**config.mk**
```make
export PLATFORM = sky130hd
export DESIGN_NAME = hdm_mul_top
export DESIGN_NICKNAME = d
export VERILOG_FILES = /design/src/rtl/hdm_pkg.sv /design/src/rtl/hdm_select.sv /design/src/rtl/hdm_step.sv /design/src/rtl/hdm_ctrl.sv /design/src/rtl/hdm_mul_top.sv
export SDC_FILE = /design/constraint.sdc
export NUM_CORES = 1
export LEC_CHECK = 0
export ABC_AREA = 1
export BUFFER_PORTS_ARGS = -buffer_cell sky130_fd_sc_hd__buf_2
export CAP_MARGIN = 20
export CORE_MARGIN = 2
export CORE_UTILIZATION = 55
export CTS_CLUSTER_SIZE = 40
export DETAILED_ROUTE_END_ITERATION = 8
export HOLD_SLACK_MARGIN = 0.1
export PLACE_DENSITY = 0.88
export SLEW_MARGIN = 40
export SYNTH_ARGS = -nofsm -noshare
export SYNTH_HDL_FRONTEND = slang
export SYNTH_HIERARCHICAL = 1
export SYNTH_SLANG_ARGS = --single-unit
```
**constraint.sdc**
```tcl
create_clock -name clk -period 2.4 [get_ports clk]
set_input_delay 0.48 -clock clk [delete_from_list [all_inputs] [get_ports clk]]
set_output_delay 0.48 -clock clk [all_outputs]
set_load 0.02 [all_outputs]
```
**src/rtl/hdm_pkg.sv**
```systemverilog
package hdm_pkg;

  localparam int unsigned HDM_OP_W_DEF = 16;

  typedef enum logic [1:0] {
    ST_IDLE  = 2'd0,
    ST_SETUP = 2'd1,
    ST_RUN   = 2'd2
  } hdm_state_e;

endpackage

```
**src/rtl/hdm_select.sv**
```systemverilog
module hdm_select #(
  parameter int unsigned OP_W  = 16,
  parameter int unsigned FAC_W = OP_W / 2
) (
  input  logic [OP_W-1:0]  a_i,
  input  logic [OP_W-1:0]  b_i,
  output logic [FAC_W-1:0] fac_o,
  output logic [OP_W-1:0]  mult_o,
  output logic             wide_o,
  output logic             fac_zero_o
);

  function automatic logic upper_clear(input logic [OP_W-1:0] v);
    return (v[OP_W-1:FAC_W] == '0);
  endfunction

  logic b_fits;
  logic a_fits;

  assign b_fits = upper_clear(b_i);
  assign a_fits = upper_clear(a_i);

  always_comb begin
    fac_o  = '0;
    mult_o = '0;
    wide_o = 1'b0;
    if (b_fits) begin
      fac_o  = b_i[FAC_W-1:0];
      mult_o = a_i;
    end else if (a_fits) begin
      fac_o  = a_i[FAC_W-1:0];
      mult_o = b_i;
    end else begin
      wide_o = 1'b1;
    end
  end

  assign fac_zero_o = (fac_o == '0);

endmodule

```
**src/rtl/hdm_step.sv**
```systemverilog
module hdm_step #(
  parameter int unsigned OP_W  = 16,
  parameter int unsigned FAC_W = OP_W / 2
) (
  input  logic [FAC_W-1:0] fac_i,
  input  logic [OP_W-1:0]  mult_i,
  input  logic [OP_W-1:0]  acc_i,
  output logic [FAC_W-1:0] fac_o,
  output logic [OP_W-1:0]  mult_o,
  output logic [OP_W-1:0]  acc_o,
  output logic             add_ovf_o,
  output logic             dbl_ovf_o,
  output logic             fin_o,
  output logic             err_o
);

  function automatic logic [OP_W:0] add_wide(input logic [OP_W-1:0] x,
                                             input logic [OP_W-1:0] y);
    return {1'b0, x} + {1'b0, y};
  endfunction

  function automatic logic [OP_W:0] twice(input logic [OP_W-1:0] x);
    return {x, 1'b0};
  endfunction

  logic            out_bit;
  logic [OP_W-1:0] addend;
  logic [OP_W:0]   sum_w;
  logic [OP_W:0]   dbl_w;
  logic            last;

  assign out_bit = fac_i[0];
  assign fac_o   = fac_i >> 1;
  assign addend  = out_bit ? mult_i : '0;
  assign sum_w   = add_wide(acc_i, addend);
  assign dbl_w   = twice(mult_i);
  assign last    = (fac_o == '0);

  assign acc_o     = sum_w[OP_W-1:0];
  assign mult_o    = dbl_w[OP_W-1:0];
  assign add_ovf_o = sum_w[OP_W];
  assign dbl_ovf_o = dbl_w[OP_W] && !last && !add_ovf_o;
  assign fin_o     = add_ovf_o || last || dbl_ovf_o;
  assign err_o     = add_ovf_o || dbl_ovf_o;

endmodule

```
**src/rtl/hdm_ctrl.sv**
```systemverilog
module hdm_ctrl
  import hdm_pkg::*;
(
  input  logic clk,
  input  logic rst_n,
  input  logic start_i,
  input  logic wide_i,
  input  logic fac_zero_i,
  input  logic step_fin_i,
  output logic busy_o,
  output logic cap_evt_o,
  output logic load_evt_o,
  output logic iter_evt_o,
  output logic fin_setup_o,
  output logic fin_run_o
);

  hdm_state_e state_q;
  hdm_state_e state_d;

  assign busy_o      = (state_q != ST_IDLE);
  assign cap_evt_o   = (state_q == ST_IDLE) && start_i;
  assign fin_setup_o = (state_q == ST_SETUP) && (wide_i || fac_zero_i);
  assign load_evt_o  = (state_q == ST_SETUP) && !wide_i && !fac_zero_i;
  assign iter_evt_o  = (state_q == ST_RUN);
  assign fin_run_o   = iter_evt_o && step_fin_i;

  always_comb begin
    state_d = state_q;
    unique case (state_q)
      ST_IDLE:  if (start_i) state_d = ST_SETUP;
      ST_SETUP: state_d = fin_setup_o ? ST_IDLE : ST_RUN;
      ST_RUN:   if (step_fin_i) state_d = ST_IDLE;
      default:  state_d = ST_IDLE;
    endcase
  end

  always_ff @(posedge clk or negedge rst_n) begin
    if (!rst_n) state_q <= ST_IDLE;
    else        state_q <= state_d;
  end

  // the setup state lasts exactly one cycle
  p_setup_once_r5: assert property (@(posedge clk) disable iff (!rst_n)
    (state_q == ST_SETUP) |=> (state_q != ST_SETUP));

  // only one completion source at a time
  p_one_fin_r6: assert property (@(posedge clk) disable iff (!rst_n)
    !(fin_setup_o && fin_run_o));

endmodule

```
**src/rtl/hdm_mul_top.sv**
```systemverilog
module hdm_mul_top #(
  parameter int unsigned OP_W = hdm_pkg::HDM_OP_W_DEF
) (
  input  logic            clk,
  input  logic            rst_n,
  input  logic            start_i,
  input  logic [OP_W-1:0] op_a_i,
  input  logic [OP_W-1:0] op_b_i,
  output logic            busy_o,
  output logic            done_o,
  output logic [OP_W-1:0] product_o,
  output logic            error_o
);

  localparam int unsigned FAC_W  = OP_W / 2;
  localparam int unsigned ITER_W = $clog2(FAC_W + 1);

  logic [OP_W-1:0]  a_q, b_q;
  logic [FAC_W-1:0] fac_q;
  logic [OP_W-1:0]  mult_q, acc_q;

  logic [FAC_W-1:0] sel_fac;
  logic [OP_W-1:0]  sel_mult;
  logic             sel_wide, sel_zero;

  logic [FAC_W-1:0] nxt_fac;
  logic [OP_W-1:0]  nxt_mult, nxt_acc;
  logic             add_ovf, dbl_ovf, step_fin, step_err;

  logic cap_evt, load_evt, iter_evt, fin_setup, fin_run, fin_evt;

  logic            done_q, err_q;
  logic [OP_W-1:0] prod_q;

  hdm_select #(.OP_W(OP_W), .FAC_W(FAC_W)) u_select (
    .a_i        (a_q),
    .b_i        (b_q),
    .fac_o      (sel_fac),
    .mult_o     (sel_mult),
    .wide_o     (sel_wide),
    .fac_zero_o (sel_zero)
  );

  hdm_step #(.OP_W(OP_W), .FAC_W(FAC_W)) u_step (
    .fac_i     (fac_q),
    .mult_i    (mult_q),
    .acc_i     (acc_q),
    .fac_o     (nxt_fac),
    .mult_o    (nxt_mult),
    .acc_o     (nxt_acc),
    .add_ovf_o (add_ovf),
    .dbl_ovf_o (dbl_ovf),
    .fin_o     (step_fin),
    .err_o     (step_err)
  );

  hdm_ctrl u_ctrl (
    .clk         (clk),
    .rst_n       (rst_n),
    .start_i     (start_i),
    .wide_i      (sel_wide),
    .fac_zero_i  (sel_zero),
    .step_fin_i  (step_fin),
    .busy_o      (busy_o),
    .cap_evt_o   (cap_evt),
    .load_evt_o  (load_evt),
    .iter_evt_o  (iter_evt),
    .fin_setup_o (fin_setup),
    .fin_run_o   (fin_run)
  );

  assign fin_evt = fin_setup || fin_run;

  always_ff @(posedge clk or negedge rst_n) begin
    if (!rst_n) begin
      a_q    <= '0;
      b_q    <= '0;
      fac_q  <= '0;
      mult_q <= '0;
      acc_q  <= '0;
    end else begin
      if (cap_evt) begin
        a_q <= op_a_i;
        b_q <= op_b_i;
      end
      if (load_evt) begin
        fac_q  <= sel_fac;
        mult_q <= sel_mult;
        acc_q  <= '0;
      end else if (iter_evt && !step_fin) begin
        fac_q  <= nxt_fac;
        mult_q <= nxt_mult;
        acc_q  <= nxt_acc;
      end
    end
  end

  always_ff @(posedge clk or negedge rst_n) begin
    if (!rst_n) begin
      done_q <= 1'b0;
      prod_q <= '0;
      err_q  <= 1'b0;
    end else begin
      done_q <= fin_evt;
      if (fin_setup) begin
        prod_q <= '0;
        err_q  <= sel_wide;
      end else if (fin_run) begin
        prod_q <= step_err ? '0 : nxt_acc;
        err_q  <= step_err;
      end
    end
  end

  assign done_o    = done_q;
  assign product_o = prod_q;
  assign error_o   = err_q;

  // Iteration counter kept only for the bound check
  logic [ITER_W-1:0] chk_iter;
  always_ff @(posedge clk or negedge rst_n) begin
    if (!rst_n)        chk_iter <= '0;
    else if (load_evt) chk_iter <= '0;
    else if (iter_evt) chk_iter <= chk_iter + 1'b1;
  end

  // no more iterations than factor bits
  p_iter_bound_r5: assert property (@(posedge clk) disable iff (!rst_n)
    iter_evt |-> (chk_iter < ITER_W'(FAC_W)));

  // completion pulse lasts one cycle
  p_done_pulse_r6: assert property (@(posedge clk) disable iff (!rst_n)
    done_o |=> !done_o);

  // busy and done never overlap
  p_busy_done_r6: assert property (@(posedge clk) disable iff (!rst_n)
    !(busy_o && done_o));

  // any error reports a zero product
  p_err_zero_r4: assert property (@(posedge clk) disable iff (!rst_n)
    error_o |-> (product_o == '0));

  // both-wide operands end in error
  p_wide_err_r2: assert property (@(posedge clk) disable iff (!rst_n)
    (fin_setup && sel_wide) |=> (error_o && done_o));

  // results move only on completion
  p_hold_r7: assert property (@(posedge clk) disable iff (!rst_n)
    !fin_evt |=> ($stable(product_o) && $stable(error_o)));

  // captured operands untouched while busy
  p_ignore_r8: assert property (@(posedge clk) disable iff (!rst_n)
    busy_o |=> ($stable(a_q) && $stable(b_q)));

  // accumulator starts from zero
  p_acc_clear_r9: assert property (@(posedge clk) disable iff (!rst_n)
    load_evt |=> (acc_q == '0));

endmodule

```
==> results of run 1 <==
[per-layer routing]
metal	global-route usage	vias up
met5	0	-
met4	0.08425	0
met3	0.04600	45
met2	0.3796	193
met1	0.3090	2441
li1	-	2683
[area by class of cell]
| class | count | area share |
|---|---|---|
| Clock buffer | 9 | 0.01789 |
| Timing Repair inverter | 2 | 0.002892 |
| Timing Repair Buffer | 94 | 0.1050 |
| Tap cell | 136 | 0.02458 |
| Multi-Input combinational cell | 587 | 0.4383 |
| Clock inverter | 6 | 0.01392 |
| Inverter | 116 | 0.06470 |
| Sequential cell | 92 | 0.3327 |
[power by group through the flow]
stage / sequential (uW) / clock (uW) / combinational (uW)
after floorplan: 1780 / 0 / 356
final: 1770 / 1190 / 498
after global routing: 1790 / 1270 / 568
after CTS: 1770 / 1220 / 447
after detailed placement: 1800 / 0 / 443
after global placement: 1800 / 0 / 427
[flip-flops by register name, indices dropped and copies added, names as in the netlist, 2 cells and up]
signal / flops
mult_q: 16
a_q: 16
fac_q: 8
product_o: 16
acc_q: 16
b_q: 16
u_ctrl/state_q: 2
[worst max path at each step]
stage	end	slack, ns	cells after the start
floorplan	product_o[10]	0.003	18
global placement	mult_q[11]	0.11	15
detailed placement	mult_q[9]	-0.006	15
CTS	mult_q[9]	0.0005	16
global route	error_o	-0.24	15
finish	error_o	-0.16	17
[stage by stage]
stage | TNS [ns] | total power, uW
2_1_floorplan | 0 | 2137
3_3_place_gp | 0 | 2223
3_5_place_dp | -0.008233 | 2241
4_1_cts | 0 | 3434
5_1_grt | -11.47 | 3627
6_report | -6.392 | 3455
[repair_timing]
| item | 4_1_cts | 5_1_grt |
|---|---|---|
| setup buffers | 1 | 18 |
| pin swaps | 0 | 21 |
| resized for setup | 3 | 62 |
| hold endpoints to repair | 27 | 0 |
| hold buffers | 1 | 0 |
| cloned | 0 | 5 |
| setup endpoints to repair | 35 | 57 |
[cells in the final DEF, fill, tap and decap left out, types with 5 or more instances in the layout]
| cell type | n |
|---|---|
| a21oi_1 | 6 |
| buf_12 | 7 |
| buf_2 | 52 |
| buf_4 | 26 |
| buf_6 | 5 |
| clkbuf_8 | 9 |
| dfrtp_1 | 91 |
| ha_4 | 12 |
| inv_1 | 88 |
| inv_2 | 25 |
| nand2_1 | 333 |
| nand2_2 | 28 |
| nand3_1 | 99 |
| nand3_2 | 5 |
| nor2_1 | 19 |
| nor2_2 | 8 |
| nor2_4 | 6 |
| o21ai_0 | 32 |
| o21ai_1 | 7 |
| xor2_1 | 6 |
[critical path, cell delays in order, from the launching register on]
cell     delay (ns)
dfrtp_2        0.45
buf_6          0.15
nand2_1        0.09
inv_2          0.06
ha_4           0.26
nand2_1        0.08
nor2_2         0.13
nand3_2        0.09
nand2_2        0.12
nand2_2        0.09
nand4_1        0.23
inv_2          0.09
nor3_4         0.22
inv_2          0.09
nand2_8        0.13
inv_8          0.06
nand2_1        0.05
nand2_1        0.05
==> flow_summary.toml, run 1 <==
[floorplanning]
rows = 37
die_width_um = 107.6
dieArea_um2 = 11580
core_um2 = 10370
die_h_um = 107.6
start_util = 0.5695
io_pins = 54

[finish]
regArea_um2 = 2303
area_delta_synth_final_pct = 17.22
diodes = 0
multi_input_area_um2 = 3034
post-route-util = 0.6676
final_area_um2 = 6923
drive_gt1_frac = 0.2384
nets = 954
layoutNonFillerInstCount = 1042
fillers = 796

[timing]
holdWs_ns = 0.3021
rsz0062_at_grt = "true"
post-route-min-period_ns = 2.560
post-route-period-util = 1.066
hold_viol = 0
setup_viol = 57
fin_ws_ns = -0.1595
slew_viol_final = 0
fin_skew_ns = 0.009079
clock.fmax_ghz = 0.3907

[setup_path]
arrival_ns = 2.83
critical_path.startpoint = "fac_q[0]"
worstSetupPathType = "reg -> reg"
cp_max_fo = 8
r2r_start = "fac_q[0]"
required_ns = 2.67
regToRegSetupSlack_ns = -0.16
cp-end-kind = "register"
reg2reg_to = "error_o"
critPathLaunchType = "register"
reg2regPathDepth = 17

[routing]
first_pass_iters = 7
routed-wl-met2_um = 6979
wl_met1_um = 6027
dr_total_vias = 5362
vias_per_cell = 5.146
routedWlPerCell_um = 13.56
drt_wl_total_um = 14130
wl_met3_um = 761
drtAntennaViolNets = 0
drt_iter0_drc = 422
post-route-drc-count = 0
routed.top_layer = "met4"

[min_path]
whs_endpoint = "a_q[3]"
whs_path_depth = 3
hold_start = "op_a_i[3]"
hold_path.class = "in -> reg"

[placement]
place_area_um2 = 6240
post-place-ws_ns = -0.006268
port_buffers = 53
dp_cells = 1002
gp_congestion = 0.9316
post-dp-hpwl_um = 9035

[power_and_ir_drop]
p_comb_frac = 0.144
power.net_switching_uw = 1013
p_per_area_nw_per_um2 = 499.1
seqPwrFrac = 0.513
netSwitchingFraction = 0.2933
leakage_uw = 0.003984
vdd_drop_max_mv = 0.3520
internal_power_uw = 2442
power_frac_clock = 0.343

[outcome]
status = "finished with violations"
violations = "setup timing"

[global_route]
overflow = 0
antenna_found_initial = 0
grt_start_max_net_pins = 65
grt_first_pass_wirelength_um = 21890
grtUsageTotal = 0.2330
grt_pass1_vias = 4832

[synthesis]
syn_avg_cell_area_um2 = 6.923
syn_area_um2 = 5906
yosys_warnings = 6
synthesis.instances = 853

[clock_tree]
cts_sinks = 92
clock_path_buffers = 2
htreeDepth = 3
cts_tree = "yes"
numCtsBuffers = 9
clock_latency_ns = 0.37
cts-root-buf = "clkbuf_8"
clkTransAtPathRegs_ns = 0.09

[run]
cap_violations = 0
Note: power is estimated with default switching activity, not from simulation.
==> run 2: changes to the inputs <==
--- a/config.mk
+++ b/config.mk
@@ -8,6 +8,7 @@
 export ABC_AREA = 1
 export BUFFER_PORTS_ARGS = -buffer_cell sky130_fd_sc_hd__buf_2
 export CAP_MARGIN = 20
+export CORE_ASPECT_RATIO = 1.5
 export CORE_MARGIN = 2
 export CORE_UTILIZATION = 55
 export CTS_CLUSTER_SIZE = 40
==> run 2 against run 1 <==
Compared with the run above:
- the run still ends with setup timing left
- first-iteration DRC count shrank 12%
- utilization increased by 3.3 points
- sequential power about the same
- clock power rose by 18%
- via count is 3.3% higher
- cell count up 1.6%
- non-clock buffer count is 8 higher
- critical endpoint is now mult_q[8]
- largest power group unchanged
==> flow_summary.toml, run 2 (synthesis results as in run 1) <==
[clock_tree]
numCtsBuffers = 9
clock_latency_ns = 0.36
clock_path_buffers = 2
clkTransAtPathRegs_ns = 0.07
cts_tree = "yes"
cts-root-buf = "clkbuf_16"
htreeDepth = 3
ctsHoldBuffers = 0
cts_sinks = 92

[setup_path]
required_ns = 2.69
regToRegSetupSlack_ns = -0.09
reg2reg_to = "mult_q[8]"
crit_buf_inv = 3
cp-end-kind = "register"
critPathLaunchType = "register"
arrival_ns = 2.78
worstSetupPathType = "reg -> reg"
crit_cells = 16
crit_top_cell = "nand2_2"
r2r_start = "fac_q[0]"
reg2regPathDepth = 16
cp_slowest_cell = "dfrtp_2"
path_cells = "nand2_2 -> inv_2 -> ha_4 -> fa_2 -> nand2_2 -> nand2_4 -> nand3_2 -> nand2_2 -> nand2_2 -> nand4_1 -> inv_1 -> nand2_4 -> nand2_8 -> buf_8 -> nand2_2 -> nand2_1"
cp_max_fo = 6
critPathTopFamily = "simple AND/OR/NAND/NOR gates"
cpPeakStageDelay_ns = 0.46

[finish]
regArea_um2 = 2303
nets = 962
post-route-util = 0.7005
area_delta_synth_final_pct = 24.94
layout_common_cells = "nand2_1 (297), dfrtp_1 (91), nand3_1 (87)"
layoutNonFillerInstCount = 1059
fillers = 796
diodes = 0
mostFrequentLayoutCell = "nand2_1"
multi_input_area_um2 = 3259
drive_gt1_frac = 0.3005

[placement]
gp_congestion = 0.9667
port_buffers = 53
post-dp-hpwl_um = 8920
dp_cells = 1016
post-place-ws_ns = 0.01753

[routing]
dr_total_vias = 5538
drt_wl_total_um = 15310
vias_per_cell = 5.229
routedWlPerCell_um = 14.46
post-route-drc-count = 0
first_pass_iters = 7
drtAntennaViolNets = 0
drt_iter0_drc = 371

[floorplanning]
rows = 46
die_h_um = 130.9
start_util = 0.5607
io_pins = 54
die_width_um = 88.61
core_um2 = 10530
dieArea_um2 = 11600

[timing]
relSlewSlack = 0.6526
setup_viol = 53
post-route-period-util = 1.039
fin_setup_tns_ns = -2.732
tightest_slew_ns = 0.5210
slew_viol_final = 0
fin_skew_ns = 0.01167
post-route-min-period_ns = 2.493
fin_ws_ns = -0.09266
clock.fmax_ghz = 0.4012
rsz0062_at_grt = "true"
hold_viol = 0

[power_and_ir_drop]
netSwitchingFraction = 0.2863
seqPwrFrac = 0.475
vdd_drop_max_mv = 0.3752
leakage_uw = 0.004287
p_per_area_nw_per_um2 = 507.4
power.net_switching_uw = 1072
internal_power_uw = 2672
power_uw = 3744
p_comb_frac = 0.151
power_frac_clock = 0.374

[min_path]
hold_path.class = "in -> async"

[global_route]
grt_start_max_net_pins = 65
grt_first_pass_wirelength_um = 20070
overflow = 0
grt_pass1_vias = 4590
grtUsageTotal = 0.2208
antenna_found_initial = 0

[outcome]
violations = "setup timing"
status = "finished with violations"

[run]
cap_violations = 0
==> run 2: metrics by stage <==
| step | hold slack [ns] | cell area, um^2 |
|---|---|---|
| floorplan | 0.1844 | 6011 |
| global placement | 0.4500 | 6295 |
| detailed placement | 0.4539 | 6295 |
| global route | 0.1292 | 7378 |
| CTS | 0.1127 | 6594 |
| finish | 0.09698 | 7378 |
==> run 2: timing repair <==
| action | CTS | global route |
|---|---|---|
| setup buffers | 0 | 19 |
| pin swaps | 0 | 36 |
| cloned | 0 | 8 |
| resized for setup | 1 | 136 |
| endpoints found under the setup margin | 17 | 58 |
==> run 2: worst max path at each step <==
stage | endpoint | slack (ns) | startpoint
after floorplan | product_o[10] | 0.003 | fac_q[0]
after global placement | mult_q[11] | 0.12 | fac_q[0]
after detailed placement | product_o[7] | 0.02 | fac_q[0]
after CTS | product_o[7] | -0.002 | fac_q[0]
after global routing | product_o[1] | -0.18 | fac_q[0]
final | mult_q[8] | -0.09 | fac_q[0]
==> run 2: worst reg2reg max path: stages (launching register included) <==
cell and delay, ns:
dfrtp_2 0.46, nand2_2 0.10, inv_2 0.05, ha_4 0.16, fa_2 0.36, nand2_2 0.11, nand2_4 0.07, nand3_2 0.09
nand2_2 0.06, nand2_2 0.07, nand4_1 0.18, inv_1 0.15, nand2_4 0.14, nand2_8 0.16, buf_8 0.15, nand2_2 0.06
nand2_1 0.07
==> run 2: layer usage <==
metal  track usage  part of all wire  vias to the layer above  wire [um]
li1              -                 -                     2705          -
met5             0                 0                        -          0
met4        0.1070             0.042                        0        641
met2        0.3945              0.54                      220       8292
met1        0.2533              0.37                     2555       5731
met3       0.03455             0.042                       58        648
==> run 2: final cells by class <==
type,count,area share
Multi-Input combinational cell,587,0.4418
Clock inverter,4,0.004070
Inverter,116,0.06173
Timing Repair inverter,2,0.002035
Timing Repair Buffer,102,0.1177
Sequential cell,92,0.3122
Clock buffer,12,0.03612
Tap cell,144,0.02442
==> run 2: power groups by stage <==
stage	combinational, uW	sequential [uW]	clock, uW
3_3_place_gp	436	1790	0
6_report	566	1780	1400
4_1_cts	452	1770	1410
5_1_grt	628	1790	1490
2_1_floorplan	356	1780	0
3_5_place_dp	448	1800	0
